## src/rtl/lsr_pkg.sv

```systemverilog
package lsr_pkg;

  typedef enum logic [1:0] {
    LD_NORMAL   = 2'b00,
    LD_SPEC     = 2'b01,
    LD_ADV      = 2'b10,
    LD_SPEC_ADV = 2'b11
  } ld_kind_e;

  typedef enum logic [1:0] {
    PG_CACHE   = 2'b00,
    PG_LIMITED = 2'b01,
    PG_NOSPEC  = 2'b10,
    PG_RSVD    = 2'b11
  } pg_attr_e;

  typedef enum logic [1:0] {
    RES_DATA = 2'b00,
    RES_NAT  = 2'b01,
    RES_ZERO = 2'b10
  } res_e;

  localparam int FR_SIG_W = 64;
  localparam int FR_EXP_W = 17;
  localparam int FR_W     = 1 + FR_EXP_W + FR_SIG_W;
  localparam logic [FR_EXP_W-1:0] NAT_EXP = 17'h1FFFE;

  function automatic logic [FR_W-1:0] fr_nat_value();
    return {1'b0, NAT_EXP, {FR_SIG_W{1'b0}}};
  endfunction

endpackage

```

## src/rtl/lsr_classify.sv

```systemverilog
module lsr_classify
  import lsr_pkg::*;
(
  input  ld_kind_e kind,
  input  pg_attr_e attr,
  input  logic     defer,
  output res_e     res,
  output logic     abort
);

  logic spec_like;
  logic page_unsafe;
  logic page_nospec;

  // kind bit 0 marks both speculative flavours
  assign spec_like   = kind[0];
  assign page_unsafe = (attr != PG_CACHE);
  // reserved code shares bit 1 with non-speculative, so it falls in here
  assign page_nospec = attr[1];

  always_comb begin
    res = RES_DATA;
    if (spec_like && (defer || page_unsafe)) begin
      res = RES_NAT;
    end else if ((kind == LD_ADV) && page_nospec) begin
      res = RES_ZERO;
    end
  end

  assign abort = (res != RES_DATA);

endmodule

```

## src/rtl/lsr_encode.sv

```systemverilog
module lsr_encode
  import lsr_pkg::*;
#(
  parameter int DATA_W = 64
) (
  input  res_e              res,
  input  logic              is_fr,
  input  logic [DATA_W-1:0] data,
  output logic [FR_W-1:0]   value,
  output logic              nat
);

  always_comb begin
    value = '0;
    nat   = 1'b0;
    unique case (res)
      RES_DATA: value[DATA_W-1:0] = data;
      RES_NAT: begin
        if (is_fr) value = fr_nat_value();
        else       nat   = 1'b1;
      end
      default: value = '0;
    endcase
  end

endmodule

```

## src/rtl/lsr_postinc.sv

```systemverilog
module lsr_postinc #(
  parameter int ADDR_W = 64,
  parameter int INC_W  = 10
) (
  input  logic              en,
  input  logic [ADDR_W-1:0] base,
  input  logic [INC_W-1:0]  inc,
  output logic              wb_en,
  output logic [ADDR_W-1:0] wb_addr
);

  localparam int EXT_W = ADDR_W - INC_W;

  logic [ADDR_W-1:0] inc_ext;

  assign inc_ext = {{EXT_W{inc[INC_W-1]}}, inc};
  assign wb_en   = en;
  assign wb_addr = base + inc_ext;

endmodule

```

## src/rtl/lsr_resolver.sv

```systemverilog
module lsr_resolver
  import lsr_pkg::*;
#(
  parameter int DATA_W = 64,
  parameter int ADDR_W = 64,
  parameter int INC_W  = 10
) (
  input  logic                   clk,
  input  logic                   rst_n,
  input  logic                   in_valid,
  output logic                   in_ready,
  input  logic [1:0]             in_kind,
  input  logic [1:0]             in_attr,
  input  logic                   in_defer,
  input  logic                   in_is_fr,
  input  logic [DATA_W-1:0]      in_data,
  input  logic                   in_pinc,
  input  logic [ADDR_W-1:0]      in_base,
  input  logic [INC_W-1:0]       in_inc,
  output logic                   out_valid,
  input  logic                   out_ready,
  output logic [lsr_pkg::FR_W-1:0] out_value,
  output logic                   out_nat,
  output logic                   out_abort,
  output logic                   out_base_we,
  output logic [ADDR_W-1:0]      out_base
);

  res_e              res_c;
  logic              abort_c;
  logic [FR_W-1:0]   value_c;
  logic              nat_c;
  logic              we_c;
  logic [ADDR_W-1:0] base_c;
  logic              accept;

  assign in_ready = !out_valid || out_ready;
  assign accept   = in_valid && in_ready;

  lsr_classify u_classify (
    .kind  (ld_kind_e'(in_kind)),
    .attr  (pg_attr_e'(in_attr)),
    .defer (in_defer),
    .res   (res_c),
    .abort (abort_c)
  );

  lsr_encode #(.DATA_W(DATA_W)) u_encode (
    .res   (res_c),
    .is_fr (in_is_fr),
    .data  (in_data),
    .value (value_c),
    .nat   (nat_c)
  );

  lsr_postinc #(.ADDR_W(ADDR_W), .INC_W(INC_W)) u_postinc (
    .en      (in_pinc),
    .base    (in_base),
    .inc     (in_inc),
    .wb_en   (we_c),
    .wb_addr (base_c)
  );

  always_ff @(posedge clk) begin
    if (!rst_n) begin
      out_valid <= 1'b0;
    end else if (in_ready) begin
      out_valid <= in_valid;
    end
  end

  always_ff @(posedge clk) begin
    if (!rst_n) begin
      out_value   <= '0;
      out_nat     <= 1'b0;
      out_abort   <= 1'b0;
      out_base_we <= 1'b0;
      out_base    <= '0;
    end else if (accept) begin
      out_value   <= value_c;
      out_nat     <= nat_c;
      out_abort   <= abort_c;
      out_base_we <= we_c;
      out_base    <= base_c;
    end
  end

  AST_ACCEPT_SHOWS: assert property (@(posedge clk) disable iff (!rst_n)
    accept |=> out_valid);

  AST_STALL_HOLDS: assert property (@(posedge clk) disable iff (!rst_n)
    (out_valid && !out_ready) |=> (out_valid && $stable(out_value) && $stable(out_nat)
                                   && $stable(out_abort) && $stable(out_base)));

  AST_NORMAL_NO_ABORT: assert property (@(posedge clk) disable iff (!rst_n)
    (accept && in_kind == 2'b00) |=> !out_abort);

  AST_NAT_MEANS_ABORT: assert property (@(posedge clk) disable iff (!rst_n)
    (out_valid && out_nat) |-> (out_abort && out_value == '0));

  AST_DEFER_SPEC_ABORTS: assert property (@(posedge clk) disable iff (!rst_n)
    (accept && in_kind[0] && in_defer) |=> out_abort);

  AST_PINC_KEPT: assert property (@(posedge clk) disable iff (!rst_n)
    accept |=> (out_base_we == $past(in_pinc)));

endmodule

```

## config.mk

```make
export PLATFORM = sky130hd
export DESIGN_NAME = lsr_resolver
export DESIGN_NICKNAME = d
export VERILOG_FILES = /design/src/rtl/lsr_pkg.sv /design/src/rtl/lsr_classify.sv /design/src/rtl/lsr_encode.sv /design/src/rtl/lsr_postinc.sv /design/src/rtl/lsr_resolver.sv
export SDC_FILE = /design/constraint.sdc
export NUM_CORES = 1
export LEC_CHECK = 0
export ABC_AREA = 1
export BUFFER_PORTS_ARGS = -buffer_cell sky130_fd_sc_hd__clkbuf_2
export CORE_ASPECT_RATIO = 1.25
export CORE_UTILIZATION = 50
export CTS_BUF_LIST = sky130_fd_sc_hd__clkbuf_8
export DETAILED_ROUTE_END_ITERATION = 12
export GPL_TIMING_DRIVEN = 0
export HOLD_SLACK_MARGIN = 0.06
export PLACE_DENSITY = 0.77
export SLEW_MARGIN = 20
export SYNTH_ARGS = -nofsm -noshare
export SYNTH_HDL_FRONTEND = slang
export SYNTH_SLANG_ARGS = --single-unit
```

## constraint.sdc

```tcl
create_clock -name clk -period 2.2 [get_ports clk]
set_input_delay 0.11 -clock clk [delete_from_list [all_inputs] [get_ports clk]]
set_output_delay 0.11 -clock clk [all_outputs]
set_load 0.05 [all_outputs]
```

Word-level counts from Yosys, hierarchy flattened
Cells that the tools add are included.

Flip-flop bits (word level): 150. Latch bits: 0. Memory bits (writable): 0. Memory bits (read-only): 0. Input bits: 149. Output and inout bits: 151. Word-level logic and storage cells: 25. Memories: 0.

Add/subtract/negate cells: 1. Multiply operators: 0. Div/mod/pow operators: 0. $lt $le $gt $ge: 0. Equal/unequal tests: 2. Shift operators: 0. Mux-type cells: 7. Bitwise gates (word level): 0. Reductions and logical operators: 9.

Operator list (number): 64-bit case mux with 2 select lines (1); 81-bit two-way mux (1); 64-bit adder (1); 17-bit two-way mux (1); 2-bit two-way mux (2); 2-bit nonzero test (2); 1-bit logical AND (3); 2-bit by 1-bit == test with 1-bit output (second input constant) (1); 2-bit == test (second input constant) (1); 2-bit logical NOT (1); 1-bit logical OR (2); 1-bit two-way mux (2); 1-bit logical NOT (1).

Depth between registers and ports, before layout
Word-level depth: 6. Mapped depth: 17. Depth with buffers taken out: 17.

Cells and area by module
Synthesis repeated with hierarchy kept, for this count alone.

Cells, all modules: 2436. Area, all modules: 13640.6 sq um.

Modules (own cells, without submodules): lsr_resolver (times used 1, cells an instance 982, area an instance 6625.1 sq um, sequential area each 3002.9 sq um); lsr_postinc (times used 1, cells an instance 1286, area an instance 5992.0 sq um, sequential area each 0.0 sq um); lsr_encode (times used 1, cells an instance 159, area an instance 979.7 sq um, sequential area each 0.0 sq um); lsr_classify (times used 1, cells an instance 9, area an instance 43.8 sq um, sequential area each 0.0 sq um).

Worst setup path before layout
Ideal clock, no wire load.

Path kind: reg2reg. From: reg out_valid. To: reg out_value[55] (netlist bit). Library setup time: 70 ps. Arrival: 1978 ps. Required time: 2130 ps. Path slack: 151 ps. Stages on the path, launching flop included: 7. Buffers on the path: 2. Clock period less this slack: 2049 ps. Cells stage by stage: dfxtp_1 nand2_1 nand2_2 buf_2 clkbuf_1 nand2_1 a21oi_1.

Word-level cells in the longest chain between the ends: 3.

RTL lines: from (decl) (RTL line lsr_resolver.sv:20) `output logic out_valid,`; from (signal assigned) (RTL line lsr_resolver.sv:68) `out_valid <= in_valid;`; 1-bit logical NOT (RTL line lsr_resolver.sv:37) `assign in_ready = !out_valid || out_ready;`; 1-bit logical OR (RTL line lsr_resolver.sv:37); named net in_ready (RTL line lsr_resolver.sv:11) `output logic in_ready,`; 1-bit logical AND (RTL line lsr_resolver.sv:38) `assign accept = in_valid && in_ready;`; to (signal assigned) (RTL line lsr_resolver.sv:80) `out_value <= value_c;`; to (decl) (RTL line lsr_resolver.sv:22) `output logic [lsr_pkg::FR_W-1:0] out_value,`.

The timed path passes the listed nets, and every way through them passes these cells. A chain may end at the register's enable or synchronous reset.

Worst setup path in the final report
From: in in_defer. To: reg out_value[12] (netlist bit).

Word-level cells in the longest chain between the ends: 5. Elaborated cells on any way between the ends: 6. Those cells by class: eq/ne (1); mux (2); reduce/logical (3).

RTL lines: from (decl) (RTL line lsr_resolver.sv:14) `input logic in_defer,`; 1-bit logical OR (*) (RTL line lsr_classify.sv:23) `if (spec_like && (defer || page_unsafe)) begin`; 1-bit logical AND (*) (RTL line lsr_classify.sv:23); 2-bit two-way mux (*) (RTL line lsr_classify.sv:23); 2-bit by 1-bit == test with 1-bit output / 2-bit logical NOT (equally long branches) (RTL line lsr_encode.sv:16) `unique case (res)`; 64-bit case mux with 2 select lines (*) (RTL line lsr_encode.sv:16).

Every way passes the cells marked *; elsewhere a longest branch is shown, timed or not.

==> results_dict.tcl <==
set metrics [dict create \
    grt_pass1_vias 12180 \
    vias_per_cell 4.922 \
    preCtsSetupSlack_ps -971.6 \
    utilization_pct 65.45 \
    post_drt_wl_per_cell_um 14.95 \
    p_leak_nw 8.305 \
    core_mm2 0.02104 \
    placedCellCount 2507 \
    path_cells "dlygate4sd3_1 > clkbuf_2 > o31ai_1 > dlygate4sd3_1 > inv_1 > nor2_1 > nand2_1 > inv_4 > clkbuf_4 > nand2_1 > a21oi_1" \
    rr_endpoint "out_base[60]" \
    cap_violations 0 \
    skew_ps 11.05 \
    dr_wl_met2_um 18660 \
    die_w_um 133.5 \
    crit_required_ps 2580 \
    reg2reg_slack_ps 400 \
    synth-seq-cells 133 \
    r2r_start "out_valid" \
    cp-start-kind "input port" \
    ys_warn_count 0 \
    wl_um 39060 \
    num_io_pins 300 \
    grt_max_degree 56 \
    htree_levels 4 \
    slew_violations 0 \
    worst-path-max-fanout 10 \
    hp-start "in_inc[1]" \
    port_buffers 297 \
    fin_nets 2538 \
    finalSetupViolCount 0 \
    clk_pin_slew_ps 90 \
    worst-setup-path-type "in -> reg" \
    drcViolationCount 0 \
    syn_area_per_cell_um2 5.587 \
    syn2layout_area_growth_pct 27.37 \
    root_buffer "clkbuf_8" \
    ant_nets 0 \
    cp-end-kind "flop" \
    start_util_pct 51.38 \
    diodes 0 \
    firstDrtPassIters 6 \
    die_area_mm2 0.02222 \
    finalWorstSetupSlack_ps 32.25 \
    grt.total_usage_pct 35.35 \
    worst_hold_path_type "in -> reg" \
    drive_gt1_share_pct 18.48 \
    cts_buffers 17 \
    post-route-period-util_pct 98.53 \
    path_delay_family "buffers and inverters" \
    critPathSlowestCell "dlygate4sd3_1" \
    hold_viol_final 0 \
    core.rowCount 59 \
    rr_worst_depth 8 \
    slowest_delay_ps 600 \
    fin_hold_ws_ps 102.8 \
    syn_area_mm2 0.01081 \
    hold_depth 4 \
    routabilityCongestion 0.9987 \
    num_vias 12860 \
    highest-signal-layer "met5" \
    die_h_um 166.4 \
    netlist-cell-type-count 32 \
    max_freq_mhz 461.3 \
    slew_headroom_pct 50.95 \
    timing.final.crit_period_ps 2168 \
    hold_path_end "out_base[1]" \
    wl_met3_um 1979 \
    grt_pass1_wl_um 61120 \
    cts.sinks 133 \
    seq_area_frac_synth_pct 24.63 \
    cts_buffer_depth 2 \
    cts_tree "done" \
    insertion_delay_ps 470 \
    grt-ovfl-total 0 \
    hpwl_um 31480 \
    antenna_found_initial 1 \
    cellPowerDensity_mw_per_mm2 572.1 \
    crit_arrival_ps 2550 \
    crit_buf_inv 6 \
    fin_cells 2612 \
    wl_met1_um 15520 \
    outcome "completed" \
    peakVddDrop_uv 437.5 \
    tightest_slew_ps 735.7 \
    synth_cells 1935 \
    first_iter_violations 724 \
]
## worst max path at each step
stage,from,to,slack (ps),depth (start not counted)
global placement,in_inc[9],out_base[24],-880,12
detailed placement,in_inc[9],out_base[24],-970,12
global route,in_defer,out_value[12],-10,11
finish,in_defer,out_value[12],30,11
CTS,in_defer,out_value[9],140,11
floorplan,out_valid,out_value[55],150,6
## kinds of logic (layout without fill, tap and decap cells)
kind of cell / count (synthesis) / count (layout) / synth area share, %
XOR/XNOR: 31 / 31 / 2.512
AND/OR/NAND/NOR: 1103 / 1103 / 41.59
buffers and inverters: 446 / 848 / 16.26
adder cells (fa/ha/maj): 64 / 64 / 7.477
AO/OA/AOI/OAI: 157 / 157 / 7.500
other: 1 / 2 / 0.03469
flip-flops: 133 / 133 / 24.63
## placed cells by master (no fill, tap or decap), types with 26 or more instances in the layout
master	synthesis	final
a21oi_1	108	108
clkbuf_2	0	296
dfxtp_1	133	133
dlygate4sd3_1	0	73
ha_1	63	63
inv_1	378	378
nand2_1	729	729
nand2_2	26	26
nand3_1	66	66
nor2_1	224	223
o21ai_0	34	34
## sequential cells by signal (all words and copies together) (netlist names)
register / flops
out_value: 65
out_base: 64
out_abort: 1
out_base_we: 1
out_nat: 1
out_valid: 1
## timing repair
action                                  in CTS  in global routing
cloned                                       0                  0
endpoints found under the hold margin       71                  0
setup buffers                                0                  0
hold buffers                                73                  0
gates resized for setup                      2                  5
endpoints found under the setup margin      46                 30
## layer usage
metal | global-route usage (%) | vias to the layer above
li1 | - | 6544
met1 | 38.70 | 5641
met2 | 61.98 | 507
met3 | 5.372 | 162
met4 | 24.90 | 2
met5 | 0 | -
## area by class of cell
type / instances / area, µm²
Sequential cell: 133 / 2663
Timing Repair Buffer: 370 / 2226
Clock inverter: 15 / 140.1
Tap cell: 274 / 342.8
Multi-Input combinational cell: 1357 / 6396
Fill cell: 2063 / 7269
Inverter: 388 / 1459
Clock buffer: 17 / 234.0
Buffer: 58 / 309.0
## synthesized netlist by cell type
cell type | count | area share [%]
o21ai_0 | 34 | 1.6
nor2_1 | 224 | 7.8
dfxtp_1 | 133 | 25
nor4_2 | 2 | 0.23
nand2_1 | 729 | 25
clkinv_1 | 4 | 0.14
o21bai_1 | 2 | 0.14
nor4_1 | 1 | 0.058
o21ai_1 | 5 | 0.23
nand3_2 | 7 | 0.65
buf_4 | 17 | 1.2
nand2_2 | 26 | 1.5
xor2_1 | 25 | 2.0
a211oi_1 | 1 | 0.069
nand4_1 | 11 | 0.64
a21oi_1 | 108 | 5.0
nor3_2 | 4 | 0.37
xnor2_1 | 6 | 0.49
inv_1 | 378 | 13
conb_1 | 1 | 0.035
ha_1 | 63 | 7.3
nor3_4 | 2 | 0.30
inv_2 | 6 | 0.21
fa_1 | 1 | 0.19
o31ai_1 | 1 | 0.069
o211ai_1 | 5 | 0.35
nand3_1 | 66 | 3.1
buf_2 | 16 | 0.74
clkbuf_1 | 25 | 0.87
nor2_2 | 22 | 1.3
nor3_1 | 9 | 0.42
a22oi_1 | 1 | 0.069
## per-stage QoR
stage          total power [mW]  instance area, µm²  setup TNS [ps]
2_1_floorplan             4.872               10810               0
6_report                  7.878               13770               0
5_1_grt                   8.294               13770          -10.07
3_3_place_gp              5.751               12640          -31580
4_1_cts                   7.867               13760               0
3_5_place_dp              5.786               12640          -34380
## report_power, final
group          leakage, nW  total [mW]  internal, mW  switching (mW)
logic                 7.03        3.20         0.957            2.25
registers             1.09        2.69          2.58           0.110
clock network        0.180        1.99         0.828            1.16
total                 8.30        7.88          4.36            3.51
## worst reg2reg max path, stage by stage (launching register included)
cell and delay (ps):
dfxtp_1 320, nand2_1 130, nand2_2 160, inv_1 150, buf_2 220, buf_2 300
nand3_1 270, nand2_1 120, inv_1 40
(Power assumes the default switching activity.)
